**config.mk**
```make
export PLATFORM = sky130hd
export DESIGN_NAME = mains_bit_pll
export DESIGN_NICKNAME = d
export VERILOG_FILES = /design/src/rtl/mains_bit_pll.sv
export SDC_FILE = /design/constraint.sdc
export NUM_CORES = 1
export LEC_CHECK = 0
export BUFFER_PORTS_ARGS = -buffer_cell sky130_fd_sc_hd__buf_2
export CAP_MARGIN = 10
export CORE_MARGIN = 3
export CORE_UTILIZATION = 44
export DETAILED_ROUTE_END_ITERATION = 8
export GPL_ROUTABILITY_DRIVEN = 0
export PLACE_DENSITY = 0.64
export SLEW_MARGIN = 0
export SYNTH_ARGS = -nofsm -noshare
export SYNTH_HDL_FRONTEND = slang
export SYNTH_SLANG_ARGS = --single-unit
export TNS_END_PERCENT = 10
```
**constraint.sdc**
```tcl
create_clock -name clk -period 3.65 [get_ports clk]
set_input_delay 0.1825 -clock clk [delete_from_list [all_inputs] [get_ports clk]]
set_output_delay 0.1825 -clock clk [all_outputs]
set_load 0.005 [all_outputs]
```
**src/rtl/mains_bit_pll.sv**
```systemverilog
module mains_bit_pll #(
  parameter int DIV_NOM    = 2500,
  parameter int DIV_RANGE  = 25,
  parameter int OVS        = 8,
  parameter int BITS       = 48,
  parameter int DEB_LEN    = 16,
  parameter int LOCK_TOL   = 2,
  parameter int UNLOCK_TOL = 8,
  parameter int LOCK_N     = 4
) (
  input  logic clk,
  input  logic rst,
  input  logic zc_in,
  output logic chip_clk_en,
  output logic bit_stb,
  output logic frame_stb,
  output logic locked
);
  localparam int PER = OVS * BITS;
  localparam int PW  = $clog2(PER);
  localparam int DW  = $clog2(DIV_NOM + DIV_RANGE + 1);
  localparam int TO  = PER + PER / 2;
  localparam int SW  = $clog2(TO + 1);
  localparam int BW  = $clog2(DEB_LEN + 1);
  localparam int OW  = $clog2(OVS);
  localparam int LW  = $clog2(LOCK_N + 1);
  localparam logic [DW-1:0] DIV_MAX = DW'(DIV_NOM + DIV_RANGE);
  localparam logic [DW-1:0] DIV_MIN = DW'(DIV_NOM - DIV_RANGE);

  logic s1, s2, zf, zf_d;
  logic [BW-1:0] dcnt;
  logic zc_evt;

  always_ff @(posedge clk) begin
    if (rst) begin
      s1 <= 1'b0; s2 <= 1'b0; zf <= 1'b0; zf_d <= 1'b0; dcnt <= '0;
    end else begin
      s1   <= zc_in;
      s2   <= s1;
      zf_d <= zf;
      if (s2 == zf) dcnt <= '0;
      else if (dcnt == BW'(DEB_LEN - 1)) begin
        zf   <= s2;
        dcnt <= '0;
      end else dcnt <= dcnt + 1'b1;
    end
  end

  assign zc_evt = zf & ~zf_d;

  logic [DW-1:0] div_val, div_cnt;
  logic [PW-1:0] phase;
  logic [OW-1:0] slot;

  assign chip_clk_en = div_cnt >= div_val - 1'b1;
  assign bit_stb     = chip_clk_en && slot == OW'(OVS - 1);
  assign frame_stb   = chip_clk_en && phase == PW'(PER - 1);

  always_ff @(posedge clk) begin
    if (rst) begin
      div_cnt <= '0; phase <= '0; slot <= '0;
    end else begin
      div_cnt <= chip_clk_en ? '0 : div_cnt + 1'b1;
      if (chip_clk_en) begin
        slot  <= (slot == OW'(OVS - 1)) ? '0 : slot + 1'b1;
        phase <= frame_stb ? '0 : phase + 1'b1;
      end
    end
  end

  logic late, early;
  logic [PW:0] mag;
  assign late  = phase != '0 && phase < PW'(PER / 2);
  assign early = phase >= PW'(PER / 2);
  assign mag   = early ? (PW+1)'(PER) - {1'b0, phase} : {1'b0, phase};

  always_ff @(posedge clk) begin
    if (rst) div_val <= DW'(DIV_NOM);
    else if (zc_evt) begin
      if (late && div_val < DIV_MAX) div_val <= div_val + 1'b1;
      else if (early && div_val > DIV_MIN) div_val <= div_val - 1'b1;
    end
  end

  logic [LW-1:0] in_cnt, out_cnt;
  logic [SW-1:0] since;
  logic free_run;

  always_ff @(posedge clk) begin
    if (rst) begin
      in_cnt <= '0; out_cnt <= '0; since <= '0; free_run <= 1'b0; locked <= 1'b0;
    end else if (zc_evt) begin
      since    <= '0;
      free_run <= 1'b0;
      if (mag <= (PW+1)'(LOCK_TOL)) begin
        out_cnt <= '0;
        if (in_cnt != LW'(LOCK_N)) in_cnt <= in_cnt + 1'b1;
        if (in_cnt >= LW'(LOCK_N - 1)) locked <= 1'b1;
      end else if (mag > (PW+1)'(UNLOCK_TOL)) begin
        in_cnt <= '0;
        if (out_cnt != LW'(LOCK_N)) out_cnt <= out_cnt + 1'b1;
        if (out_cnt >= LW'(LOCK_N - 1)) locked <= 1'b0;
      end else begin
        in_cnt  <= '0;
        out_cnt <= '0;
      end
    end else if (chip_clk_en && !free_run) begin
      if (since == SW'(TO - 1)) begin
        free_run <= 1'b1;
        locked   <= 1'b0;
        in_cnt   <= '0;
        out_cnt  <= '0;
      end else since <= since + 1'b1;
    end
  end

  p_frame_on_bit_r3: assert property (@(posedge clk) disable iff (rst)
    frame_stb |-> bit_stb && chip_clk_en);
  p_div_moves_on_edge_r6: assert property (@(posedge clk) disable iff (rst)
    !$stable(div_val) |-> $past(zc_evt));
  p_div_window_r7: assert property (@(posedge clk) disable iff (rst)
    div_val >= DIV_MIN && div_val <= DIV_MAX);
  p_lock_on_edge_r8: assert property (@(posedge clk) disable iff (rst)
    $rose(locked) |-> $past(zc_evt));
  p_freerun_unlocked_r10: assert property (@(posedge clk) disable iff (rst)
    free_run |-> !locked);
  p_tick_single_r2: assert property (@(posedge clk) disable iff (rst)
    chip_clk_en |=> !chip_clk_en);
endmodule

```
==> impl_metrics.py, run 1 <==
metrics = {
    "worst_setup_path": {
        "path_max_fanout": 8,
        "cpMostUsedCell": "nor3_2",
        "r2r-start": "div_val[0]$_SDFFE_PP0P_",
        "critPathTopFamily": "simple AND/OR/NAND/NOR gates",
        "critical_path_class": "register to primary output",
        "r2r_slack_ns": 0.19,
        "rr_endpoint": "out_cnt[0]$_SDFFE_PP0P_",
        "cp_num_buf_inv": 2,
        "cp.arrival_ns": 3.32,
        "worst-endpoint-required_ns": 3.47,
        "cp-end-kind": "primary output",
        "path_cells": "or3_1 > nor3_2 > nand2_1 > nor3_2 > xnor2_1 > ha_1 > a211oi_1 > o211ai_1 > a311oi_2 > buf_4 > nor2_4 > and2_1 > buf_2",
        "cp-start-kind": "register",
        "critical_path.startpoint": "div_val[0]$_SDFFE_PP0P_",
        "slowest_stage": "or3_1",
        "critical-path-max-stage-delay_ns": 0.45,
        "ff2ff_path_depth": 14,
        "cp.depth": 13,
    },
    "route": {
        "num_vias": 3195,
        "drt_iter0_drc": 141,
        "vias_per_cell": 5.51,
        "drcViolationCount": 0,
        "drt_wl_total_mm": 7.85,
        "wl_per_cell_um": 13.5,
        "drt_pass1_iterations": 4,
        "ant_nets": 0,
    },
    "cts": {
        "cts_sinks": 63,
        "clk_latency_ns": 0.34,
        "clockRootBuffer": "clkbuf_8",
        "clk_pin_slew_worst_paths_ns": 0.07,
        "cts_buffer_depth": 2,
        "cts_tree": "done",
        "htree_levels": 3,
        "ctsHoldBuffers": 0,
        "cts_buffers": 9,
    },
    "synth": {
        "synth.cell_area_um2": 3850,
        "yosysTopAreaCell": "dfxtp_1",
        "synth_area_leaders": "dfxtp_1, ha_1, nor2_1, xnor2_1, nand2_1",
        "synth.yosys.seq_area_share": 0.327,
        "syn_inst": 466,
        "mappedNetlistNets": 498,
        "avgSynthCellArea_um2": 8.27,
        "synthFlopType": "dfxtp_1",
        "synthArstFlopShare": 0,
        "synth_edf_count": 0,
        "ys_ff_latch": 63,
        "synth_cell_types": 65,
        "yosys_warnings": 0,
        "synth_top_area_share": 0.327,
    },
    "run": {
        "drv_cap": 0,
    },
    "sta": {
        "grt_setup_unrepaired": "no",
        "hold_viol": 0,
        "post-route-worst-setup-slack_ns": 0.151,
        "fin_crit_sh": 0.959,
        "relSlewSlack": 0.534,
        "finClkSkew_ns": 0.00728,
        "finalSetupViolations": 0,
        "final_max_slew_viol_count": 0,
        "fin_setup_tns_ns": 0,
        "hold_slack_ns": 0.0490,
        "worst_slew_pin_slew_ns": 0.699,
        "fmaxAchievable_mhz": 286,
        "finalCriticalPeriod_ns": 3.50,
    },
    "global_routing": {
        "antenna_found_initial": 0,
        "grt_pass1_vias": 3019,
        "grt_overflow": 0,
        "track_usage": 0.167,
        "grt_pass1_wl_mm": 13.7,
        "grt_max_degree": 40,
    },
    "finish": {
        "fin_util": 0.505,
        "diodes": 0,
        "drive_gt1_frac": 0.122,
        "synthToLayoutAreaGrowth_pct": 9.22,
        "fillCellCount": 825,
        "final_cell_area_um2": 4210,
        "final_nets": 502,
    },
    "floorplan": {
        "start_util": 0.462,
        "die_x_um": 99.6,
        "dieArea_um2": 9920,
        "rows": 33,
        "num_io_pins": 7,
        "die_height_um": 99.6,
        "core_um2": 8340,
    },
    "placed_design": {
        "hpwl_mm": 5.62,
        "portBuffers": 6,
        "pre_cts_slack_ns": 0.0189,
        "place_area_um2": 3980,
    },
    "power": {
        "leakage_nw": 1.55,
        "ir_drop_uv": 172,
        "p_per_area_nw_per_um2": 295,
    },
    "hold_path": {
        "whs_endpoint": "s1$_SDFF_PP0_",
        "min_from": "zc_in",
        "hold_depth": 2,
        "min-delay-path-class": "input pin to register",
    },
    "status": {
        "outcome": "finished, final reports clean",
    },
}
report_power, final:
part           internal (mW)  switching [mW]
combinational         0.0107          0.0204
clock                  0.242           0.274
sequential             0.691         0.00409
total                  0.944           0.298
logic make-up after synthesis:
logic type	count (synthesis)	synth area share
AO/OA/AOI/OAI	75	0.137
XOR/XNOR	38	0.0864
adder cells (fa/ha/maj)	29	0.0942
buffers and inverters	45	0.0458
flip-flops	63	0.327
multiplexers	16	0.0442
AND/OR/NAND/NOR	200	0.265
flip-flops by register name, summed over array words and instances, names as in the netlist:
register	count
zf_d	1
div_cnt	12
phase	9
free_run	1
div_val	12
zf	1
slot	3
locked	1
in_cnt	3
since	10
s1	1
s2	1
dcnt	5
out_cnt	3
layer usage:
| metal | track usage | vias up | part of all wire |
|---|---|---|---|
| met5 | 0 | - | 0 |
| met4 | 0.0683 | 0 | 0.012 |
| met3 | 0.0316 | 9 | 0.033 |
| met2 | 0.275 | 56 | 0.47 |
| met1 | 0.215 | 1481 | 0.48 |
| li1 | - | 1649 | - |
cell usage after synthesis (2+ instances only):
cell	instances
dfxtp_1	63
nor2_1	63
nand2_1	32
ha_1	29
xnor2_1	25
inv_1	20
nor3_1	18
a21oi_1	17
clkbuf_1	17
o21ai_0	17
nand3_1	15
xor2_1	13
and3_1	12
mux2i_1	11
nor2b_1	9
nand4_1	7
or3_1	7
buf_2	6
nor4_1	6
a31oi_1	4
and2_1	4
mux2_2	4
nand2b_1	4
o22ai_1	4
nor3b_1	3
a2111oi_0	2
a211oi_1	2
a21o_1	2
a311oi_1	2
a31o_2	2
a32o_1	2
and4_1	2
buf_1	2
nand3b_1	2
nand4b_1	2
nor3_2	2
nor4b_1	2
o211a_1	2
o21a_1	2
o32ai_1	2
or2_2	2
how the worst max path moves through the flow:
stage / end / slack (ns)
2_1_floorplan: phase[3]$_SDFFE_PP0P_ / 0.45
3_3_place_gp: frame_stb / 0.11
3_5_place_dp: frame_stb / 0.02
4_1_cts: frame_stb / 0.03
5_1_grt: frame_stb / 0.04
6_report: frame_stb / 0.15
worst register-to-register path, stage by stage, from the launching register on:
cell and delay (ns):
dfxtp_1 0.34, or3_1 0.45, nor3_2 0.23, nand2_1 0.15, nor3_2 0.20, xnor2_1 0.15, ha_1 0.27, a211oi_1 0.25
o211ai_1 0.17, a311oi_2 0.22, buf_4 0.18, buf_4 0.24, o21a_1 0.24, o21bai_1 0.16, a22o_1 0.16
placed cells by master, fill, tap and decap left out, types with 6 or more instances in the layout:
| cell | synthesis | final |
|---|---|---|
| dfxtp_1 | 63 | 63 |
| nor2_1 | 63 | 62 |
| nand2_1 | 32 | 32 |
| ha_1 | 29 | 29 |
| xnor2_1 | 25 | 25 |
| inv_1 | 20 | 20 |
| o21ai_0 | 17 | 17 |
| a21oi_1 | 17 | 17 |
| nand3_1 | 15 | 15 |
| nor3_1 | 18 | 15 |
| xor2_1 | 13 | 13 |
| and3_1 | 12 | 12 |
| buf_4 | 0 | 12 |
| mux2i_1 | 11 | 11 |
| nor2b_1 | 9 | 9 |
| clkbuf_8 | 0 | 9 |
| nand4_1 | 7 | 7 |
| or3_1 | 7 | 7 |
| buf_2 | 6 | 6 |
final cells by class:
cell class,count,area [µm²],area share
Sequential cell,63,1260,0.300
Multi-Input combinational cell,358,2460,0.584
Timing Repair Buffer,18,120,0.0285
Tap cell,105,131,0.0312
Clock buffer,10,128,0.0303
Clock inverter,6,37.5,0.00892
Inverter,20,75.1,0.0178
stage by stage:
| step | power [mW] | std cells |
|---|---|---|
| 4_1_cts | 1.26 | 576 |
| 3_3_place_gp | 0.742 | 560 |
| 3_5_place_dp | 0.743 | 560 |
| 5_1_grt | 1.29 | 580 |
| 6_report | 1.24 | 580 |
| 2_1_floorplan | 0.734 | 466 |
timing repair:
| item | in CTS | in global routing |
|---|---|---|
| endpoints found under the hold margin | 0 | 0 |
| setup buffers | 0 | 4 |
| cloned | 0 | 0 |
| resized for setup | 3 | 4 |
| pin swaps | 0 | 2 |
| endpoints found under the setup margin | 3 | 29 |
Note: power is estimated with default switching activity, not from simulation.
==> run 2: changes to the inputs <==
--- a/config.mk
+++ b/config.mk
@@ -6,9 +6,9 @@
 export NUM_CORES = 1
 export LEC_CHECK = 0
 export BUFFER_PORTS_ARGS = -buffer_cell sky130_fd_sc_hd__buf_2
-export CAP_MARGIN = 10
 export CORE_MARGIN = 3
 export CORE_UTILIZATION = 44
+export CTS_BUF_LIST = sky130_fd_sc_hd__clkbuf_8 sky130_fd_sc_hd__clkbuf_16
 export DETAILED_ROUTE_END_ITERATION = 8
 export GPL_ROUTABILITY_DRIVEN = 0
 export PLACE_DENSITY = 0.64
==> impl_metrics.py, run 2 (synthesis results as in run 1) <==
metrics = {
    "global_routing": {
        "antenna_found_initial": 0,
        "grt_pass1_vias": 3019,
        "grt_pass1_wl_mm": 13.7,
        "grt_max_degree": 40,
        "track_usage": 0.167,
        "grt_overflow": 0,
    },
    "power": {
        "p_per_area_nw_per_um2": 295,
        "power.internal_mw": 0.941,
        "power_frac_clock": 0.414,
        "power_switching_share": 0.241,
        "leakage_nw": 1.56,
        "switchingPower_mw": 0.299,
        "power_frac_comb": 0.025,
        "seq_power_share": 0.561,
        "ir_drop_uv": 169,
    },
    "worst_setup_path": {
        "critical_path_class": "register to primary output",
        "cpMostUsedCell": "nor3_2",
        "cp-end-kind": "primary output",
        "ff2ff_path_depth": 14,
        "path_max_fanout": 8,
        "slowest_stage": "or3_1",
        "r2r_slack_ns": 0.20,
        "cp-start-kind": "register",
        "cp.depth": 13,
        "r2r-start": "div_val[0]$_SDFFE_PP0P_",
        "rr_endpoint": "out_cnt[0]$_SDFFE_PP0P_",
        "worst-endpoint-required_ns": 3.47,
        "endpoint": "frame_stb",
        "critPathTopFamily": "simple AND/OR/NAND/NOR gates",
        "path_cells": "or3_1 > nor3_2 > nand2_1 > nor3_2 > xnor2_1 > ha_1 > a211oi_1 > o211ai_1 > a311oi_2 > buf_4 > nor2_4 > and2_1 > buf_2",
        "critical-path-max-stage-delay_ns": 0.45,
        "critical_path.startpoint": "div_val[0]$_SDFFE_PP0P_",
        "cp.arrival_ns": 3.32,
        "cp_num_buf_inv": 2,
    },
    "finish": {
        "top_regs": "div_cnt x12, div_val x12, since x10",
        "synthToLayoutAreaGrowth_pct": 9.22,
        "fin_util": 0.505,
        "mostFrequentLayoutCell": "dfxtp_1",
        "diodes": 0,
        "drive_gt1_frac": 0.122,
        "layout_common_cells": "dfxtp_1, nor2_1, nand2_1, ha_1, xnor2_1",
        "final_nets": 502,
    },
    "floorplan": {
        "die_height_um": 99.6,
        "die_x_um": 99.6,
        "rows": 33,
        "num_io_pins": 7,
        "start_util": 0.462,
        "core_um2": 8340,
        "dieArea_um2": 9920,
    },
    "cts": {
        "ctsHoldBuffers": 0,
        "cts_buffer_depth": 2,
        "htree_levels": 3,
        "clk_pin_slew_worst_paths_ns": 0.07,
        "cts_buffers": 9,
        "clockRootBuffer": "clkbuf_8",
        "clk_latency_ns": 0.34,
        "cts_sinks": 63,
        "cts_tree": "done",
    },
    "run": {
        "drv_cap": 0,
    },
    "route": {
        "wl_per_cell_um": 13.5,
        "drcViolationCount": 0,
        "ant_nets": 0,
        "vias_per_cell": 5.50,
        "drt_wl_total_mm": 7.85,
        "drt_pass1_iterations": 4,
        "num_vias": 3191,
        "drt_iter0_drc": 141,
    },
    "sta": {
        "worst_slew_pin_slew_ns": 0.699,
        "finalCriticalPeriod_ns": 3.50,
        "final_max_slew_viol_count": 0,
        "finClkSkew_ns": 0.00728,
        "hold_viol": 0,
        "relSlewSlack": 0.534,
        "fin_crit_sh": 0.959,
        "finalSetupViolations": 0,
        "grt_setup_unrepaired": "no",
        "fmaxAchievable_mhz": 286,
        "fin_setup_tns_ns": 0,
    },
    "placed_design": {
        "portBuffers": 6,
        "hpwl_mm": 5.62,
    },
    "status": {
        "outcome": "finished, final reports clean",
    },
    "hold_path": {
        "min-delay-path-class": "input pin to register",
        "hold_depth": 2,
    },
}
## run 2: cell count changes in the layout (fill, tap and decap cells not counted)
| cell | change |
|---|---|
| clkbuf_1 | -1 |
| inv_1 | +1 |
## run 2: cell type report
cell class,instances,area [µm²]
fill,825,4130
multi-input combinational,358,2460
sequential,63,1260
tap,105,131
clock buffer,9,124
timing repair buffer,18,120
inverter,20,75.1
clock inverter,7,41.3
## run 2: power groups by stage
stage / Sequential [mW] / Clock, mW / Combinational [mW]
4_1_cts: 0.695 / 0.532 / 0.0318
3_5_place_dp: 0.711 / 0 / 0.0319
6_report: 0.695 / 0.513 / 0.0312
5_1_grt: 0.696 / 0.560 / 0.0359
2_1_floorplan: 0.710 / 0 / 0.0237
3_3_place_gp: 0.711 / 0 / 0.0312
## run 2: layer usage
layer,track usage,part of all wire,up-vias
li1,-,-,1648
met1,0.215,0.48,1480
met2,0.275,0.47,54
met3,0.0316,0.033,9
met4,0.0683,0.012,0
met5,0,0,-
## run 2: repair_timing
item                                    in CTS  in global routing
pin swaps                                    0                  2
gates cloned                                 0                  0
endpoints found under the setup margin       3                 29
resized for setup                            3                  4
setup buffers                                0                  4
endpoints found under the hold margin        0                  0
## run 2: metrics by stage
step                      setup slack (ns)  hold WS (ns)  instance area (µm²)  power, mW  instances
after floorplan                      0.446         0.311                 3850      0.734        466
after global placement               0.110         0.393                 3980      0.742        560
after detailed placement            0.0189         0.400                 3980      0.743        560
after CTS                           0.0251        0.0382                 4160       1.26        576
after global routing                0.0397        0.0849                 4210       1.29        580
final                                0.151        0.0490                 4210       1.24        580
## run 2: how the worst min path moves through the flow
stage	from	to
2_1_floorplan	zc_in	s1$_SDFF_PP0_
3_3_place_gp	zc_in	s1$_SDFF_PP0_
3_5_place_dp	zc_in	s1$_SDFF_PP0_
4_1_cts	zc_in	s1$_SDFF_PP0_
5_1_grt	zc_in	s1$_SDFF_PP0_
6_report	zc_in	s1$_SDFF_PP0_
